File: config.mk
export PLATFORM = sky130hd
export DESIGN_NAME = rx_frame_packer
export DESIGN_NICKNAME = d
export VERILOG_FILES = /design/src/rtl/rxp_pkg.sv /design/src/rtl/rxp_wordbuf.sv /design/src/rtl/rxp_writer.sv /design/src/rtl/rxp_reader.sv /design/src/rtl/rx_frame_packer.sv
export SDC_FILE = /design/constraint.sdc
export NUM_CORES = 2
export LEC_CHECK = 0
export BUFFER_PORTS_ARGS = -buffer_cell sky130_fd_sc_hd__buf_2
export CORE_MARGIN = 2
export CORE_UTILIZATION = 30
export DETAILED_ROUTE_END_ITERATION = 12
export GPL_TIMING_DRIVEN = 1
export SYNTH_ARGS = -nofsm -noshare
export SYNTH_HDL_FRONTEND = slang
export SYNTH_SLANG_ARGS = --single-unit
File: constraint.sdc
create_clock -name clk -period 20.7 [get_ports clk]
set_input_delay 1.035 -clock clk [delete_from_list [all_inputs] [get_ports clk]]
set_output_delay 1.035 -clock clk [all_outputs]
set_load 0.02 [all_outputs]
File: src/rtl/rxp_pkg.sv
package rxp_pkg;
   localparam int LEN_W  = 16;
   localparam int WORD_W = 32;
   // length field counts stream bytes plus the two bytes of the field itself
   localparam int LEN_ADJ = 2;

   function automatic logic [LEN_W-1:0] words_for_len(input logic [LEN_W-1:0] len);
      logic [LEN_W:0] t;
      t = ({1'b0, len} + (LEN_W+1)'(3)) >> 2;
      return t[LEN_W-1:0];
   endfunction
endpackage

File: src/rtl/rxp_wordbuf.sv
module rxp_wordbuf #(
   parameter int DEPTH     = 64,
   parameter int AW        = $clog2(DEPTH),
   parameter bit CLEAR_MEM = 1'b0
) (
   input  logic          clk,
   input  logic          rst_n,
   input  logic          wr_en,
   input  logic [AW-1:0] wr_addr,
   input  logic [31:0]   wr_data,
   input  logic [AW-1:0] rd_addr,
   output logic [31:0]   rd_word
);
   logic [31:0] mem [DEPTH];

   generate
      if (CLEAR_MEM) begin : g_clr
         always_ff @(posedge clk or negedge rst_n) begin
            if (!rst_n) begin
               for (int i = 0; i < DEPTH; i++) mem[i] <= '0;
            end else if (wr_en) begin
               mem[wr_addr] <= wr_data;
            end
         end
      end else begin : g_plain
         always_ff @(posedge clk) begin
            if (wr_en) mem[wr_addr] <= wr_data;
         end
      end
   endgenerate

   assign rd_word = mem[rd_addr];
endmodule

File: src/rtl/rxp_writer.sv
module rxp_writer
   import rxp_pkg::*;
#(
   parameter int DEPTH = 64,
   parameter int AW    = $clog2(DEPTH),
   parameter int PW    = AW + 1
) (
   input  logic          clk,
   input  logic          rst_n,
   input  logic          flush,
   input  logic          rx_en,
   input  logic          in_valid,
   input  logic          in_sop,
   input  logic          in_eop,
   input  logic [7:0]    in_byte,
   input  logic [PW-1:0] free_words,
   output logic          wr_en,
   output logic [AW-1:0] wr_addr,
   output logic [31:0]   wr_data,
   output logic [PW-1:0] commit_ptr,
   output logic          frame_stored,
   output logic          overrun
);
   localparam int FW = PW + 1;

   logic             in_frame_q, drop_q;
   logic [LEN_W-1:0] cnt_q;
   logic [7:0]       b0_q, b1_q;
   logic [2:0][7:0]  acc_q;
   logic [PW-1:0]    wptr_q, hdr_q, commit_q;
   logic [FW-1:0]    words_q;
   logic             hp_v_q;
   logic [AW-1:0]    hp_a_q;
   logic [31:0]      hp_d_q;

   logic             take, start, is_data, need_wr, fits, start_full;
   logic             base_drop, new_drop, do_wr, ovr_now, commit_now;
   logic [LEN_W-1:0] idx, len_c;
   logic [1:0]       lane;
   logic [FW-1:0]    base_words;
   logic [PW-1:0]    base_wptr, wptr_n, hdr_n;
   logic [7:0]       b0_n, b1_n;
   logic [31:0]      asm_word;

   assign take       = in_valid && (in_sop ? rx_en : in_frame_q);
   assign start      = take && in_sop;
   assign idx        = in_sop ? '0 : cnt_q;
   assign is_data    = idx >= LEN_W'(2);
   assign lane       = idx[1:0] + 2'd2;
   assign start_full = start && (free_words == '0);
   assign base_drop  = start ? start_full : drop_q;
   assign base_words = start ? FW'(1) : words_q;
   assign base_wptr  = start ? commit_q + PW'(1) : wptr_q;
   assign hdr_n      = start ? commit_q : hdr_q;

   generate
      for (genvar l = 0; l < 4; l++) begin : g_lane
         if (l < 3) begin : g_held
            assign asm_word[8*l +: 8] = (lane == 2'(l)) ? in_byte :
                                        ((2'(l) < lane) ? acc_q[l] : 8'h00);
         end else begin : g_top
            assign asm_word[31:24] = (lane == 2'd3) ? in_byte : 8'h00;
         end
      end
   endgenerate

   assign need_wr    = take && is_data && ((lane == 2'd3) || in_eop);
   assign fits       = (base_words + FW'(1)) <= FW'(free_words);
   assign do_wr      = need_wr && !base_drop && fits;
   assign new_drop   = base_drop || (need_wr && !fits);
   assign ovr_now    = start_full || (need_wr && !base_drop && !fits);
   assign commit_now = take && in_eop && !new_drop;
   assign wptr_n     = base_wptr + {{(PW-1){1'b0}}, do_wr};
   assign len_c      = idx + LEN_W'(LEN_ADJ + 1);
   assign b0_n       = (take && idx == '0) ? in_byte : b0_q;
   assign b1_n       = (take && idx == '0) ? 8'h00 :
                       ((take && idx == LEN_W'(1)) ? in_byte : b1_q);

   always_ff @(posedge clk or negedge rst_n) begin
      if (!rst_n) begin
         in_frame_q <= 1'b0;  drop_q <= 1'b0;  cnt_q <= '0;
         b0_q <= '0;  b1_q <= '0;  acc_q <= '0;
         wptr_q <= '0;  hdr_q <= '0;  commit_q <= '0;  words_q <= '0;
         hp_v_q <= 1'b0;  hp_a_q <= '0;  hp_d_q <= '0;
      end else if (flush) begin
         in_frame_q <= 1'b0;  drop_q <= 1'b0;  cnt_q <= '0;
         wptr_q <= '0;  hdr_q <= '0;  commit_q <= '0;  words_q <= '0;
         hp_v_q <= 1'b0;
      end else begin
         hp_v_q <= commit_now;
         if (commit_now) begin
            hp_a_q   <= hdr_n[AW-1:0];
            hp_d_q   <= {b1_n, b0_n, len_c};
            commit_q <= wptr_n;
         end
         if (take) begin
            in_frame_q <= !in_eop;
            cnt_q      <= idx + LEN_W'(1);
            drop_q     <= new_drop;
            words_q    <= base_words + {{(FW-1){1'b0}}, do_wr};
            wptr_q     <= wptr_n;
            hdr_q      <= hdr_n;
            b0_q       <= b0_n;
            b1_q       <= b1_n;
            if (is_data && lane != 2'd3) acc_q[lane] <= in_byte;
         end
      end
   end

   assign wr_en        = hp_v_q || do_wr;
   assign wr_addr      = hp_v_q ? hp_a_q : base_wptr[AW-1:0];
   assign wr_data      = hp_v_q ? hp_d_q : asm_word;
   assign commit_ptr   = commit_q;
   assign frame_stored = hp_v_q;
   assign overrun      = ovr_now;
endmodule

File: src/rtl/rxp_reader.sv
module rxp_reader
   import rxp_pkg::*;
#(
   parameter int AW    = 6,
   parameter int PW    = AW + 1,
   parameter int CNT_W = 7
) (
   input  logic             clk,
   input  logic             rst_n,
   input  logic             flush,
   input  logic             rd_req,
   input  logic             frame_stored,
   input  logic [31:0]      mem_word,
   output logic [PW-1:0]    rd_ptr,
   output logic [CNT_W-1:0] pkt_count,
   output logic [31:0]      rd_data
);
   logic [PW-1:0]    ptr_q;
   logic [CNT_W-1:0] cnt_q;
   logic [LEN_W-1:0] left_q, left_n;
   logic             avail, fire, last;

   assign avail  = cnt_q != '0;
   assign fire   = rd_req && avail;
   assign left_n = (left_q == '0) ? words_for_len(mem_word[LEN_W-1:0]) - LEN_W'(1)
                                  : left_q - LEN_W'(1);
   assign last   = left_n == '0;

   always_ff @(posedge clk or negedge rst_n) begin
      if (!rst_n) begin
         ptr_q <= '0;  cnt_q <= '0;  left_q <= '0;
      end else if (flush) begin
         ptr_q <= '0;  cnt_q <= '0;  left_q <= '0;
      end else begin
         if (fire) begin
            ptr_q  <= ptr_q + PW'(1);
            left_q <= left_n;
         end
         case ({frame_stored, fire && last})
            2'b10:   cnt_q <= cnt_q + CNT_W'(1);
            2'b01:   cnt_q <= cnt_q - CNT_W'(1);
            default: cnt_q <= cnt_q;
         endcase
      end
   end

   assign rd_ptr    = ptr_q;
   assign pkt_count = cnt_q;
   assign rd_data   = avail ? mem_word : 32'h0;
endmodule

File: src/rtl/rx_frame_packer.sv
module rx_frame_packer #(
   parameter int DEPTH     = 64,
   parameter int CNT_W     = 7,
   parameter bit CLEAR_MEM = 1'b0
) (
   input  logic             clk,
   input  logic             rst_n,
   input  logic             rx_en,
   input  logic             fifo_flush,
   input  logic             in_valid,
   input  logic             in_sop,
   input  logic             in_eop,
   input  logic [7:0]       in_byte,
   input  logic             rd_req,
   output logic [31:0]      rd_data,
   output logic [CNT_W-1:0] pkt_count,
   input  logic             rx_ack,
   input  logic             ovr_ack,
   output logic             rx_irq,
   output logic             ovr_irq
);
   localparam int AW = $clog2(DEPTH);
   localparam int PW = AW + 1;

   if ((1 << AW) != DEPTH || DEPTH < 4) begin : g_bad_depth
      $error("DEPTH must be a power of two of at least 4");
   end
   if ((1 << CNT_W) <= DEPTH) begin : g_bad_cnt
      $error("CNT_W too narrow for the frames DEPTH words can hold");
   end

   logic          wr_en, stored, ovr_pulse;
   logic [AW-1:0] wr_addr;
   logic [31:0]   wr_data, mem_word;
   logic [PW-1:0] commit_ptr, rd_ptr, used, free_words;
   logic          rx_q, ovr_q;

   assign used       = commit_ptr - rd_ptr;
   assign free_words = PW'(DEPTH) - used;

   rxp_writer #(.DEPTH(DEPTH), .AW(AW), .PW(PW)) u_writer (
      .clk(clk), .rst_n(rst_n), .flush(fifo_flush), .rx_en(rx_en),
      .in_valid(in_valid), .in_sop(in_sop), .in_eop(in_eop), .in_byte(in_byte),
      .free_words(free_words), .wr_en(wr_en), .wr_addr(wr_addr), .wr_data(wr_data),
      .commit_ptr(commit_ptr), .frame_stored(stored), .overrun(ovr_pulse)
   );

   rxp_wordbuf #(.DEPTH(DEPTH), .AW(AW), .CLEAR_MEM(CLEAR_MEM)) u_buf (
      .clk(clk), .rst_n(rst_n), .wr_en(wr_en), .wr_addr(wr_addr),
      .wr_data(wr_data), .rd_addr(rd_ptr[AW-1:0]), .rd_word(mem_word)
   );

   rxp_reader #(.AW(AW), .PW(PW), .CNT_W(CNT_W)) u_reader (
      .clk(clk), .rst_n(rst_n), .flush(fifo_flush), .rd_req(rd_req),
      .frame_stored(stored), .mem_word(mem_word), .rd_ptr(rd_ptr),
      .pkt_count(pkt_count), .rd_data(rd_data)
   );

   always_ff @(posedge clk or negedge rst_n) begin
      if (!rst_n) begin
         rx_q  <= 1'b0;
         ovr_q <= 1'b0;
      end else begin
         rx_q  <= stored    || (rx_q  && !rx_ack);
         ovr_q <= ovr_pulse || (ovr_q && !ovr_ack);
      end
   end

   assign rx_irq  = rx_q;
   assign ovr_irq = ovr_q;
endmodule

* Yosys cells after proc, flatten, opt, wreduce, memory -nomap -nowiden
Memories as Yosys holds them, arrays and structs flattened.
Index checks and enable logic that the tools add are counted.
** Operators by class
- Add/sub/neg operators :: 15
- $mul :: 0
- Div/mod/pow operators :: 0
- Magnitude comparators :: 7
- Equal/unequal tests :: 7
- Shift operators :: 0
- Multiplexer cells :: 46
- Bitwise operators :: 1
- Reductions and logical operators :: 44
** Operators by type and width (number)
- 8-bit two-way mux :: 14
- 16-bit two-way mux :: 6
- 32-bit two-way mux :: 2
- 7-bit two-way mux :: 8
- 16-bit logical NOT :: 3
- 24-bit bitwise mux :: 1
- 6-bit two-way mux :: 4
- 7-bit by 1-bit adder with 7-bit output, second input constant :: 3
- 1-bit logical AND :: 19
- 16-bit by 2-bit adder with 17-bit output, second input constant :: 1
- 16-bit by 1-bit adder with 16-bit output, second input constant :: 1
- 16-bit by 2-bit adder with 16-bit output, second input constant :: 1
- 8-bit demux with 2-bit select :: 1
- 16-bit by 1-bit == test with 1-bit output, second input constant :: 1
- 16-bit by 2-bit >= comparator with 1-bit output, second input constant :: 1
- 15-bit by 1-bit subtractor with 16-bit output, second input constant :: 1
- 16-bit by 1-bit subtractor with 16-bit output, second input constant :: 1
- 7-bit one-hot mux with 2 select lines :: 1
- 1-bit two-way mux :: 9
- 8-bit by 1-bit adder with 8-bit output :: 1
- 8-bit by 1-bit adder with 8-bit output, second input constant :: 1
- 8-bit by 7-bit less-or-equal comparator with 1-bit output :: 1
- 7-bit by 1-bit adder with 7-bit output :: 1
- 7-bit logical NOT :: 1
- other kinds (20) :: 37
** Word-level totals
- Register bits :: 157
- Latch bits :: 0
- RAM bits :: 2048
- Bits in read-only memories :: 0
- Word-level logic and storage cells :: 141
- Memories kept :: 1
** Memory list
- u_buf.mem :: depth 64, width 32, rd ports 1, clocked after Yosys merged registers in 0, write ports 1, RTL line rxp_wordbuf.sv:14 : logic [31:0] mem [DEPTH];

* Longest topological paths before layout
- Word-level depth :: 13
- Depth in mapped cells :: 32
- Mapped depth without buffers :: 26

* By module
A second synthesis with hierarchy kept.
** Second synthesis, totals
- Cell total of the unflattened synthesis :: 4531
- Area total of the unflattened synthesis :: 88706.3 µm²
** By module, submodules not included
- rxp_wordbuf :: instances 1, cells each 3292, area an instance 77874.7 µm², sequential area each 61499.0 µm²
- rxp_writer :: instances 1, cells each 807, area an instance 7407.1 µm², sequential area each 3128.0 µm²
- rxp_reader :: instances 1, cells each 392, area an instance 3051.7 µm², sequential area each 750.7 µm²
- rx_frame_packer :: instances 1, cells each 40, area an instance 372.9 µm², sequential area each 50.0 µm²

* Worst setup path before layout
OpenSTA, ideal clock, no wires.
- Kind :: reg-to-reg
- Start :: register u_reader.ptr_q[0] (netlist: u_reader.rd_ptr[0])
- End :: memory u_buf.mem[0][0], enable pin
- Setup time :: 421 ps
- Arrival time :: 7023 ps
- Path slack :: 13255 ps
- Cell stages (with the launch flop) :: 28
- Path buffers :: 9
- Period minus slack after synthesis :: 7445 ps
- Cell sequence :: dfrtp_1 buf_6 buf_12 buf_6 buf_6 buf_6 buf_2 buf_1 clkbuf_1 buf_1 inv_1 ha_1 inv_1 ha_1 inv_1 fa_1 ha_1 o21a_1 o21a_1 o21a_1 o21ai_0 nand2b_1 a21oi_1 o22a_1 nand3_1 o31ai_1 nand3_1 nor2_1
** Between the ends
- Cells in the longest elaborated chain, start to end :: 11
** Ends and longest elaborated chain
- from (decl) :: RTL line rxp_reader.sv:18 : logic [PW-1:0] ptr_q;
- from (signal assigned) :: RTL line rxp_reader.sv:36 : ptr_q <= ptr_q + PW'(1);
- 7-bit subtractor (*) :: RTL line rx_frame_packer.sv:38 : assign used = commit_ptr - rd_ptr;
- 7-bit subtractor (*) :: RTL line rx_frame_packer.sv:39 : assign free_words = PW'(DEPTH) - used;
- branches (longest 5 deep; another with 8-bit by 7-bit less-or-equal comparator with 1-bit output)
- 1-bit logical AND (*) :: RTL line rxp_writer.sv:69 : assign do_wr = need_wr && !base_drop && fits;
- 1-bit logical OR (*) :: RTL line rxp_writer.sv:110 : assign wr_en = hp_v_q || do_wr;
- 1-bit two-way mux (*) :: RTL line rxp_wordbuf.sv:27 : if (wr_en) mem[wr_addr] <= wr_data;
- 1-bit two-way mux (not written as such) (*) :: RTL line rxp_wordbuf.sv:27
- to (decl) :: RTL line rxp_wordbuf.sv:14
Every way passes the cells marked *.

* Final worst setup path
- Start :: register u_reader.ptr_q[2] (netlist: u_reader.rd_ptr[2])
- End :: register u_reader.cnt_q[6] (netlist: u_reader.pkt_count[6])
** Between the ends
- Cells in the longest elaborated chain, start to end :: 9
** Ends and longest elaborated chain
- memory 64 x 32 bit (*)
- 16-bit by 2-bit adder with 17-bit output (*) :: RTL line rxp_pkg.sv:9 : t = ({1'b0, len} + (LEN_W+1)'(3)) >> 2;
- 15-bit by 1-bit subtractor with 16-bit output (*) :: RTL line rxp_reader.sv:25 : assign left_n = (left_q == '0) ? words_for_len(mem_word[LEN_W-1:0]) - LEN_W'(1)
- 16-bit two-way mux (*) :: RTL line rxp_reader.sv:25
- 16-bit logical NOT (*) :: RTL line rxp_reader.sv:27 : assign last = left_n == '0;
- 1-bit logical AND (*) :: RTL line rxp_reader.sv:39 : case ({frame_stored, fire && last})
- 2-bit by 1-bit == test with 1-bit output / 2-bit == test (equally long branches) :: RTL line rxp_reader.sv:39
- 7-bit one-hot mux with 2 select lines :: RTL line rxp_reader.sv:39
- 7-bit two-way mux :: RTL line rxp_reader.sv:32 : end else if (flush) begin
- to (signal assigned) :: RTL line rxp_reader.sv:40 : 2'b10: cnt_q <= cnt_q + CNT_W'(1);
- to (signal assigned) :: RTL line rxp_reader.sv:41 : 2'b01: cnt_q <= cnt_q - CNT_W'(1);
- to (signal assigned) :: RTL line rxp_reader.sv:42 : default: cnt_q <= cnt_q;
- to (decl) :: RTL line rxp_reader.sv:19 : logic [CNT_W-1:0] cnt_q;
Mark *: on every way between the ends. The rest lies on a longest branch, timed or not.
A chain may end at the register's enable or synchronous reset.

==> impl_metrics.py <==
metrics = {
    "status": {
        "status": "finished clean",
    },
    "clock_network": {
        "clkLatencyLatePin_ps": 870,
        "clk_path_buf_depth": 3,
        "clk_pin_slew_ps": 70,
        "clock-sinks": 2205,
        "cts_tree": "yes",
        "holdBufCountCts": 0,
        "post_cts_resized": 0,
        "cts_buffers": 212,
        "cts_root_buf": "clkbuf_16",
        "ctsHtreeMaxLevel": 4,
        "postCtsSetupBuffers": 0,
    },
    "worst_setup_path": {
        "start_kind": "register",
        "r2r_start": "u_reader.rd_ptr[2]",
        "cpLargestDelayFamily": "simple AND/OR/NAND/NOR gates",
        "slowest_stage": "buf_4",
        "cp.depth": 27,
        "worstSetupPathType": "register to register",
        "rrSetupSlack_ps": 12270,
        "end_kind": "register",
        "reg2regPathDepth": 27,
        "worstReg2RegEnd": "u_reader.pkt_count[6]",
        "slowest_delay_ps": 770,
        "arrival_ps": 9150,
        "cp_num_buf_inv": 2,
        "path_max_fanout": 100,
        "cp.required_ps": 21420,
    },
    "sta": {
        "skew_ps": 66.11,
        "rsz0062_at_grt": "no",
        "hold_viol": 0,
        "finalSetupViolCount": 0,
        "holdWs_ps": 102.8,
        "max_freq_mhz": 118.7,
        "post-route-min-period_ps": 8426,
        "worstMarginPinSlew_ps": 1358,
        "drv_slew": 0,
        "finalCritPeriodShare_pct": 40.70,
        "relSlewSlack_pct": 8.922,
        "tns_ps": 0,
    },
    "logic_synthesis": {
        "ys_ff_latch": 2205,
        "yosys_most_used_dff": "edfxtp_1",
        "syn_inst": 4514,
        "synth_cell_types": 85,
        "yosysSeqAreaShare_pct": 73.77,
        "syn_nets": 4571,
        "postSynthAreaPerCell_um2": 19.65,
        "synth_edf_count": 2048,
        "async_flop_share_pct": 7.120,
        "syn_area_um2": 88690,
        "yosys_warnings": 0,
    },
    "floorplanning": {
        "io_pins": 59,
        "initial_core_util_pct": 30.16,
        "die_x_um": 547.7,
        "core_um2": 294100,
        "rows": 199,
        "die_h_um": 547.7,
        "dieArea_um2": 300000,
    },
    "drt": {
        "routed_wl_mm": 233.9,
        "vias": 45699,
        "drc_errors": 0,
        "vias_per_cell": 5.208,
        "wl_per_cell_um": 26.66,
        "ant_nets": 0,
        "drt_iter0_drc": 5686,
        "dr.pass1.iters": 6,
    },
    "layout": {
        "multiInputGateArea_um2": 22660,
        "fin_nets": 4726,
        "final_core_util_pct": 34.47,
        "drive_gt1_share_pct": 24.92,
        "syn_to_final_growth_pct": 14.29,
        "fill_cells": 27250,
        "register_area_um2": 65450,
    },
    "flow_run": {
        "maxCapViolations": 0,
    },
    "place": {
        "portBuffers": 58,
        "hpwl_mm": 127.1,
        "gp_congestion": 0.8519,
    },
    "worst_hold_path": {
        "hold_class": "input port to async pin",
    },
    "pwr": {
        "p_per_area_nw_per_um2": 87.21,
        "total_leakage_power_uw": 0.03121,
        "peakVddDrop_mv": 0.09516,
    },
    "global_route": {
        "first_global_vias": 45398,
        "grt_max_degree": 159,
        "grt.total_usage_pct": 15.31,
        "grt-ovfl-total": 0,
        "grt_antenna_before_repair": 8,
        "grt_pass1_wl_mm": 334.5,
    },
}
-- cell usage in the layout, fill, tap and decap left out, types with 30 or more instances in the layout --
master     count
a211oi_1      44
clkbuf_1      56
buf_2         57
mux2i_1      171
clkbuf_16    213
mux4_2       543
clkinv_2      44
buf_4        133
nand3_1       53
xnor2_1       36
ha_1          37
edfxtp_1    2048
nand2_1      195
o21ai_0       70
and2_1        30
mux2_2        40
clkinv_1      43
dfrtp_1      150
nor2_4        64
a22oi_1       70
a21oi_1      105
inv_1         35
nor2_1       149
-- Yosys cell counts (all sizes together) (29+ instances only) --
| cell | count | area share [%] |
|---|---|---|
| a21oi | 105 | 0.59 |
| and2 | 37 | 0.26 |
| nor2b | 29 | 0.20 |
| inv | 35 | 0.15 |
| a211oi | 45 | 0.39 |
| nand2 | 195 | 0.83 |
| dfrtp | 157 | 4.4 |
| mux4 | 543 | 14 |
| a22oi | 71 | 0.61 |
| ha | 37 | 0.52 |
| mux2i | 171 | 1.9 |
| mux2 | 40 | 0.51 |
| xnor2 | 36 | 0.36 |
| buf | 112 | 0.81 |
| clkbuf | 144 | 0.61 |
| edfxtp | 2048 | 69 |
| nor2 | 214 | 0.91 |
| o21ai | 99 | 0.56 |
| nand3 | 53 | 0.30 |
-- worst register-to-register path, stage by stage, from the launching register on --
cell and delay (ps):
dfrtp_4 530, buf_12 550, buf_4 890, nand2b_1 320, o22ai_1 120, nor3_1 400
a21oi_1 290, a2bb2oi_2 310, o21ai_1 350, a31oi_1 350, ha_1 300, nand2_1 140
nor4_1 520, a31oi_1 210, or2_1 280, nand3b_1 160, nor4_1 450, and4b_1 390
ha_1 300, nor2b_1 150, o21ai_0 160, nand2b_1 110, a21o_1 190, a21o_1 210
nor3b_1 160, o211ai_1 200, o211a_1 180, nand4_1 90
-- sequential cells by signal, indices dropped and copies added (netlist names), 7 cells and up --
signal	cells
u_reader.pkt_count	7
u_writer.b1_q	8
u_writer.hp_d_q	32
u_reader.left_q	16
u_writer.wptr_q	7
u_writer.words_q	8
u_reader.rd_ptr	7
u_buf.mem	2048
u_writer.cnt_q	16
u_writer.acc_q	24
u_writer.commit_ptr	7
u_writer.b0_q	8
-- worst max-delay path by stage --
stage,start,endpoint,slack (ps)
2_1_floorplan,u_reader.rd_ptr[0],u_buf.mem[0][0],13260
4_1_cts,u_reader.rd_ptr[2],u_reader.pkt_count[5],12420
6_report,u_reader.rd_ptr[2],u_reader.pkt_count[6],12270
3_3_place_gp,u_reader.rd_ptr[0],u_reader.pkt_count[6],12310
3_5_place_dp,u_reader.rd_ptr[2],u_reader.pkt_count[6],12450
5_1_grt,u_reader.rd_ptr[2],u_reader.pkt_count[6],11780
-- layer usage --
layer | GRT usage (%) | share of wire [%] | vias to the layer above
li1 | - | - | 18866
met1 | 21.96 | 43 | 24691
met2 | 24.09 | 47 | 1833
met3 | 2.716 | 7.6 | 309
met4 | 3.764 | 2.3 | 0
met5 | 0 | 0 | -
-- metrics by stage --
step | cells | cell area [µm²] | power, µW | setup WS [ps]
after detailed placement | 8374 | 94570 | 5147 | 12450
after CTS | 8770 | 101300 | 8912 | 12420
after global placement | 8374 | 94570 | 5141 | 12310
after global routing | 8771 | 101300 | 9098 | 11780
final | 8774 | 101400 | 8839 | 12270
after floorplan | 4514 | 88690 | 5081 | 13260
-- cell families (layout without fill, tap and decap cells) --
group | after synthesis | in the layout | synth area share (%)
buf+inv | 292 | 629 | 1.569
simple gates | 684 | 684 | 3.646
flops | 2205 | 2205 | 73.77
fa+ha+maj | 39 | 39 | 0.5671
xor+xnor | 57 | 57 | 0.5629
other cells | 0 | 4 | 0
mux | 754 | 754 | 16.23
compound gates | 483 | 483 | 3.654
-- cell type report --
cell class	count	area share [%]
diodes	4	0.009876
clock buffers	270	5.480
clock inverters	126	1.210
inverters	36	0.1333
multi-input cells	2017	22.36
flip-flops and latches	2205	64.58
well taps	3919	4.838
repair buffers	197	1.396
-- report_power, final --
part           switching [µW]  total [µW]  internal, µW
Sequential               8.58        4860          4850
Clock                    1710        3790          2080
Combinational             131         195          63.2
(Power assumes the default switching activity.)
